File: config.mk
export PLATFORM = sky130hd
export DESIGN_NAME = regop_unit
export DESIGN_NICKNAME = d
export VERILOG_FILES = /design/src/rtl/regop_pkg.sv /design/src/rtl/regop_decode.sv /design/src/rtl/regop_alu.sv /design/src/rtl/regop_regfile.sv /design/src/rtl/regop_unit.sv
export SDC_FILE = /design/constraint.sdc
export NUM_CORES = 2
export LEC_CHECK = 0
export BUFFER_PORTS_ARGS = -buffer_cell sky130_fd_sc_hd__buf_4
export CORE_UTILIZATION = 31
export DETAILED_ROUTE_END_ITERATION = 16
export GPL_ROUTABILITY_DRIVEN = 1
export PLACE_DENSITY = 0.43
export SLEW_MARGIN = 10
export SYNTH_ARGS = -nofsm -noshare
export SYNTH_HDL_FRONTEND = slang
export SYNTH_SLANG_ARGS = --single-unit
export TNS_END_PERCENT = 1
File: constraint.sdc
create_clock -name clk -period 3.75 [get_ports clk]
set_input_delay 0.1875 -clock clk [delete_from_list [all_inputs] [get_ports clk]]
set_output_delay 0.1875 -clock clk [all_outputs]
set_load 0.005 [all_outputs]
File: src/rtl/regop_pkg.sv
package regop_pkg;

    typedef enum logic [2:0] {
        OP_LOAD = 3'd0,
        OP_SHL  = 3'd1,
        OP_OR   = 3'd2,
        OP_XOR  = 3'd3,
        OP_AND  = 3'd4,
        OP_SHR  = 3'd5,
        OP_ADD  = 3'd6,
        OP_ADDC = 3'd7
    } alu_op_e;

    typedef enum logic [1:0] {
        FLOW_NONE    = 2'd0,
        FLOW_FROM_FB = 2'd1,
        FLOW_TO_FB   = 2'd2,
        FLOW_SELF    = 2'd3
    } flow_e;

    localparam logic [4:0] CLS_FROM_FB = 5'b01101;
    localparam logic [4:0] CLS_TO_FB   = 5'b01110;
    localparam logic [4:0] CLS_SELF    = 5'b01111;

    typedef struct packed {
        flow_e      flow;
        alu_op_e    op;
        logic [7:0] offset;
        logic [7:0] imm;
        logic       legal;
        logic       carry_op;
    } dec_t;

    typedef struct packed {
        logic       done;
        logic       illegal;
        logic [7:0] result;
        logic       carry;
    } unit_st_t;

endpackage

File: src/rtl/regop_decode.sv
module regop_decode
    import regop_pkg::*;
#(
    parameter int REG_BYTES = 96
) (
    input  logic [31:0] instr_word,
    input  logic [31:0] operand_word,
    output dec_t        dec
);

    logic [4:0] cls;

    always_comb begin
        cls        = instr_word[31:27];
        dec.op     = alu_op_e'(instr_word[26:24]);
        dec.offset = instr_word[23:16];
        dec.imm    = instr_word[15:8];

        unique case (cls)
            CLS_FROM_FB: dec.flow = FLOW_FROM_FB;
            CLS_TO_FB:   dec.flow = FLOW_TO_FB;
            CLS_SELF:    dec.flow = FLOW_SELF;
            default:     dec.flow = FLOW_NONE;
        endcase

        dec.legal = (dec.flow != FLOW_NONE)
                 && (operand_word == 32'd0)
                 && ({24'd0, dec.offset} < 32'(REG_BYTES));

        dec.carry_op = (dec.op == OP_SHL) || (dec.op == OP_SHR)
                    || (dec.op == OP_ADD) || (dec.op == OP_ADDC);
    end

endmodule

File: src/rtl/regop_alu.sv
module regop_alu
    import regop_pkg::*;
(
    input  alu_op_e    op,
    input  logic [7:0] src,
    input  logic [7:0] imm,
    input  logic       cin,
    output logic [7:0] res,
    output logic       cout
);

    logic [8:0] sum9;
    logic       add_cin;

    always_comb begin
        add_cin = (op == OP_ADDC) ? cin : 1'b0;
        sum9    = {1'b0, src} + {1'b0, imm} + {8'd0, add_cin};
        cout    = cin;
        unique case (op)
            OP_LOAD: res = imm;
            OP_SHL: begin
                res  = {src[6:0], cin};
                cout = src[7];
            end
            OP_OR:  res = src | imm;
            OP_XOR: res = src ^ imm;
            OP_AND: res = src & imm;
            OP_SHR: begin
                res  = {cin, src[7:1]};
                cout = src[0];
            end
            OP_ADD, OP_ADDC: begin
                res  = sum9[7:0];
                cout = sum9[8];
            end
            default: res = imm;
        endcase
    end

endmodule

File: src/rtl/regop_regfile.sv
module regop_regfile #(
    parameter int REG_BYTES = 96,
    localparam int ADDR_W   = $clog2(REG_BYTES)
) (
    input  logic              clk,
    input  logic              rst_n,
    input  logic              we,
    input  logic [ADDR_W-1:0] waddr,
    input  logic [7:0]        wdata,
    input  logic [ADDR_W-1:0] raddr_a,
    output logic [7:0]        rdata_a,
    input  logic [ADDR_W-1:0] raddr_b,
    output logic [7:0]        rdata_b
);

    logic [7:0] regs_d [REG_BYTES];
    logic [7:0] regs_q [REG_BYTES];

    always_comb begin
        for (int i = 0; i < REG_BYTES; i++) begin
            regs_d[i] = regs_q[i];
        end
        if (we && (32'(waddr) < 32'(REG_BYTES))) begin
            regs_d[waddr] = wdata;
        end
        rdata_a = (32'(raddr_a) < 32'(REG_BYTES)) ? regs_q[raddr_a] : 8'h00;
        rdata_b = (32'(raddr_b) < 32'(REG_BYTES)) ? regs_q[raddr_b] : 8'h00;
    end

    always_ff @(posedge clk or negedge rst_n) begin
        if (!rst_n) begin
            for (int i = 0; i < REG_BYTES; i++) begin
                regs_q[i] <= 8'h00;
            end
        end else begin
            for (int i = 0; i < REG_BYTES; i++) begin
                regs_q[i] <= regs_d[i];
            end
        end
    end

    // The written byte appears on the read port in the following cycle.
    assert_write_lands_R9: assert property (@(posedge clk) disable iff (!rst_n)
        (we && (32'(waddr) < 32'(REG_BYTES)) && (raddr_b == waddr))
            |=> (rdata_b == $past(wdata)) || !$stable(raddr_b));

endmodule

File: src/rtl/regop_unit.sv
module regop_unit
    import regop_pkg::*;
#(
    parameter int REG_BYTES = 96,
    parameter int FB_OFFSET = 8,
    localparam int ADDR_W   = $clog2(REG_BYTES)
) (
    input  logic              clk,
    input  logic              rst_n,
    input  logic              instr_valid,
    input  logic [31:0]       instr_word,
    input  logic [31:0]       operand_word,
    input  logic [ADDR_W-1:0] rd_addr,
    output logic [7:0]        rd_data,
    output logic              done,
    output logic              illegal,
    output logic [7:0]        result,
    output logic              carry
);

    localparam logic [ADDR_W-1:0] FB_ADDR = ADDR_W'(FB_OFFSET);

    dec_t              dec;
    unit_st_t          st_d, st_q;
    logic [ADDR_W-1:0] src_addr, dst_addr;
    logic [7:0]        src_byte, alu_res;
    logic              alu_cout, wr_en;

    regop_decode #(.REG_BYTES(REG_BYTES)) u_dec (
        .instr_word   (instr_word),
        .operand_word (operand_word),
        .dec          (dec)
    );

    regop_alu u_alu (
        .op   (dec.op),
        .src  (src_byte),
        .imm  (dec.imm),
        .cin  (st_q.carry),
        .res  (alu_res),
        .cout (alu_cout)
    );

    regop_regfile #(.REG_BYTES(REG_BYTES)) u_rf (
        .clk     (clk),
        .rst_n   (rst_n),
        .we      (wr_en),
        .waddr   (dst_addr),
        .wdata   (alu_res),
        .raddr_a (src_addr),
        .rdata_a (src_byte),
        .raddr_b (rd_addr),
        .rdata_b (rd_data)
    );

    always_comb begin
        src_addr = (dec.flow == FLOW_FROM_FB) ? FB_ADDR : dec.offset[ADDR_W-1:0];
        dst_addr = (dec.flow == FLOW_TO_FB)   ? FB_ADDR : dec.offset[ADDR_W-1:0];
        wr_en    = instr_valid && dec.legal;

        st_d         = st_q;
        st_d.done    = instr_valid;
        st_d.illegal = instr_valid && !dec.legal;
        if (wr_en) begin
            st_d.result = alu_res;
            if (dec.carry_op) begin
                st_d.carry = alu_cout;
            end
        end else if (instr_valid) begin
            st_d.result = 8'h00;
        end
    end

    always_ff @(posedge clk or negedge rst_n) begin
        if (!rst_n) begin
            st_q <= '0;
        end else begin
            st_q <= st_d;
        end
    end

    assign done    = st_q.done;
    assign illegal = st_q.illegal;
    assign result  = st_q.result;
    assign carry   = st_q.carry;

    assert_done_follows_R9: assert property (@(posedge clk) disable iff (!rst_n)
        instr_valid |=> done);

    assert_no_spurious_done_R9: assert property (@(posedge clk) disable iff (!rst_n)
        !instr_valid |=> !done);

    assert_carry_kept_R8: assert property (@(posedge clk) disable iff (!rst_n)
        !(instr_valid && dec.legal && dec.carry_op) |=> $stable(carry));

    assert_illegal_zero_R10: assert property (@(posedge clk) disable iff (!rst_n)
        illegal |-> (done && result == 8'h00));

endmodule

==> out/metrics.csv <==
metric;value;unit
Clock Path Buffers;3;
CP arrival;4.95;ns
Final Max Slew Viols;0;
clock sink count;779;
flop-to-flop setup slack;-0.61;ns
Post-Route Utilization;43.9;%
worst-skew pair later-pin latency;0.73;ns
Layout fillers;13700;
Synth cell types;99;
failing checks;setup timing;
core region area;0.142;mm²
Synth top area share;44.0;%
Rel. slew slack;11.4;%
drt via density;5.59;
asr flop ratio synth;100;%
cell area after synthesis;0.0443;mm²
total wire length;214;mm
Gate Count Post-Synth;4339;
largest cells by area after synthesis;dfrtp_1, mux4_2, nand2_1, o21ai_0, nor2_1;
fmax;229;MHz
DRT Pass-1 Iters;6;
CTS tree;done;
Pwr Density;357;mW/mm²
Period Utilization, post-route;116;%
Finished Cell Area;0.0622;mm²
post-synthesis sequential area ratio;44.0;%
hold wc startpoint;instr_word[10];
WL/cell;28.5;µm
initial antenna violation count;6;
vias;42100;
Cell Count, Final, Fillers Out;7530;
Num CTS Buffers;97;
yosys warns;0;
Mean Syn Cell Area;10.2;µm²
RSZ-0062 raised after global routing;yes;
Tot Pwr;22.2;mW
dominant synthesized flop cell;dfrtp_1;
area grow syn2layout;40.3;%
Critical Path End Type;register;
R2R cell count;22;
first-pass GRT wire length;310;mm
Remaining DRCs;0;
PortBufs;84;
Die Width;380;µm
share of layout cells above drive strength 1;38.9;%
gpl congestion;0.947;
Worst Slack Setup Final;-0.610;ns
cell taking the most area after synthesis;dfrtp_1;
CTS H-tree lvls;3;
Root Buffer;clkbuf_16;
R2R Path End;u_rf.regs_q[743];
number of synthesized flops with an enable pin;0;
cell with the most instances after synthesis;dfrtp_1;
Setup Skew;0.0347;ns
synth cell count leaders;dfrtp_1, nand2_1, nor2_1, o21ai_0, mux4_2;
Nets;5653;
largest net degree at the start of global routing;85;
vias in the first global route;42000;
Min-Delay Path Depth;4;
Leakage Power;27.8;nW
Placed Instances;7322;
Initial Util;31.3;%
grt ovf;0;
syn_nets;4430;
min cycle time layout;4.36;ns
Die ar.;0.145;mm²
Final setup viols;679;
Worst-Margin Slew;1.32;ns
crit-path max FO;5;
detailed placement HPWL;161;mm
hold path endpoint;carry;
Die Ht;380;µm
outcome;complete, but fails checks;
Critical Path Source;u_rf.regs_q[539];
clk slew on worst S/H paths;0.06;ns
post-synthesis register bit count;779;
max_cap viols;0;
final hold slack;0.0664;ns
Critical Path RT;4.34;ns
Rows;138;
critical path class;reg -> reg;
Worst setup SP type;register;
total track usage;29.5;%
hold crit path type;in -> reg;
worst r2r src;u_rf.regs_q[539];
final hold viol count;0;
Area after DPL;0.0575;mm²
VDD IR-drop max;0.333;mV
ANT nets after route;0;
top-level I/O count;93;
DRT iter0 DRCs;4087;
-- layer usage --
metal / vias to the layer above / global-route usage [%] / share of wire, %
met5: - / 0 / 0.020
met4: 6 / 10.2 / 3.8
met3: 353 / 4.40 / 6.5
met2: 1541 / 47.4 / 47
met1: 21500 / 40.5 / 43
li1: 18700 / - / -
-- flip-flops by register name, indices dropped and copies added (netlist names) --
register and count:
carry 1, done 1, illegal 1, result 8
u_rf.regs_q 768
-- metrics by stage --
step / TNS [ns] / setup WS, ns
2_1_floorplan: -176.07 / -0.450
3_3_place_gp: -993.82 / -1.53
3_5_place_dp: -1025.69 / -1.55
4_1_cts: -209.11 / -0.481
5_1_grt: -316.52 / -0.752
6_report: -222.67 / -0.610
-- cell type report --
| class | count | area (µm²) | share of cell area (%) |
|---|---|---|---|
| multi-input combinational | 3159 | 23600 | 37.9 |
| sequential | 779 | 19500 | 31.3 |
| timing repair buffer | 1477 | 13200 | 21.2 |
| clock buffer | 141 | 2930 | 4.70 |
| tap | 1890 | 2360 | 3.80 |
| clock inverter | 35 | 473 | 0.760 |
| inverter | 48 | 183 | 0.294 |
| antenna | 1 | 2.50 | 0.00402 |
-- cells by family after synthesis --
family | count (synthesis) | share of synthesized area (%)
simple gates | 1359 | 12.8
compound gates | 1316 | 18.1
fa+ha+maj | 17 | 0.514
flops | 779 | 44.0
buf+inv | 401 | 4.93
xor+xnor | 1 | 0.0198
mux | 466 | 19.7
-- how the worst max path moves through the flow --
stage	to	slack (ns)	depth (start not counted)
6_report	u_rf.regs_q[743]	-0.61	22
5_1_grt	u_rf.regs_q[767]	-0.75	23
4_1_cts	u_rf.regs_q[743]	-0.48	22
3_5_place_dp	u_rf.regs_q[426]	-1.55	22
3_3_place_gp	u_rf.regs_q[442]	-1.53	22
2_1_floorplan	u_rf.regs_q[290]	-0.45	22
-- worst max-delay path, stage by stage (launching register included) --
cell and delay, ns:
dfrtp_1 0.38, mux2_4 0.31, a221oi_4 0.29, buf_4 0.16
a21oi_2 0.05, nor2_2 0.15, o31ai_4 0.09, o21ai_4 0.24
nor2_1 0.07, or2_4 0.27, ha_4 0.17, a21o_1 0.19
a21o_1 0.21, a21o_1 0.20, a211oi_2 0.25, o211ai_1 0.14
a21oi_2 0.17, o22ai_4 0.09, a21oi_4 0.15, buf_12 0.15
buf_12 0.13, bufbuf_16 0.26, o21ai_0 0.08
-- repair_timing --
action | CTS | global route
hold endpoints to repair | 62 | 0
hold buffers | 11 | 0
gates cloned | 6 | 1
pin swaps | 123 | 26
setup endpoints to repair | 777 | 777
setup buffers | 15 | 6
gates resized for setup | 228 | 114
-- layout by cell type (no fill, tap or decap), drive strengths merged, types with 7 or more instances in the layout --
cell,netlist,final
mux2i,104,104
nor3,24,24
o221ai,16,16
o21a,10,10
bufinv,0,10
a221o,10,10
a22oi,16,16
nand2,641,641
dfrtp,779,779
clkbuf,156,142
a31oi,214,214
or2,12,12
a311oi,10,10
mux4,320,320
and2,9,9
a211o,12,12
a221oi,33,33
a22o,7,7
o21ai,508,508
nor2b,15,15
or3,8,8
a2111oi,8,8
buf,197,1464
o22ai,35,35
nor4,16,16
o31ai,10,10
clkinv,2,21
nor2,519,519
a21oi,253,253
nand2b,15,15
dlygate4sd3,0,11
nand3,69,69
inv,46,51
mux2,42,42
a2bb2oi,14,14
o2bb2ai,22,22
ha,15,15
o211ai,52,52
a211oi,23,23
-- report_power, final --
group	total [mW]	internal [mW]	switching, mW
logic	3.63	1.39	2.25
registers	8.41	8.41	0.000278
clock network	10.2	6.09	4.09
total	22.2	15.9	6.33
(Power assumes the default switching activity.)
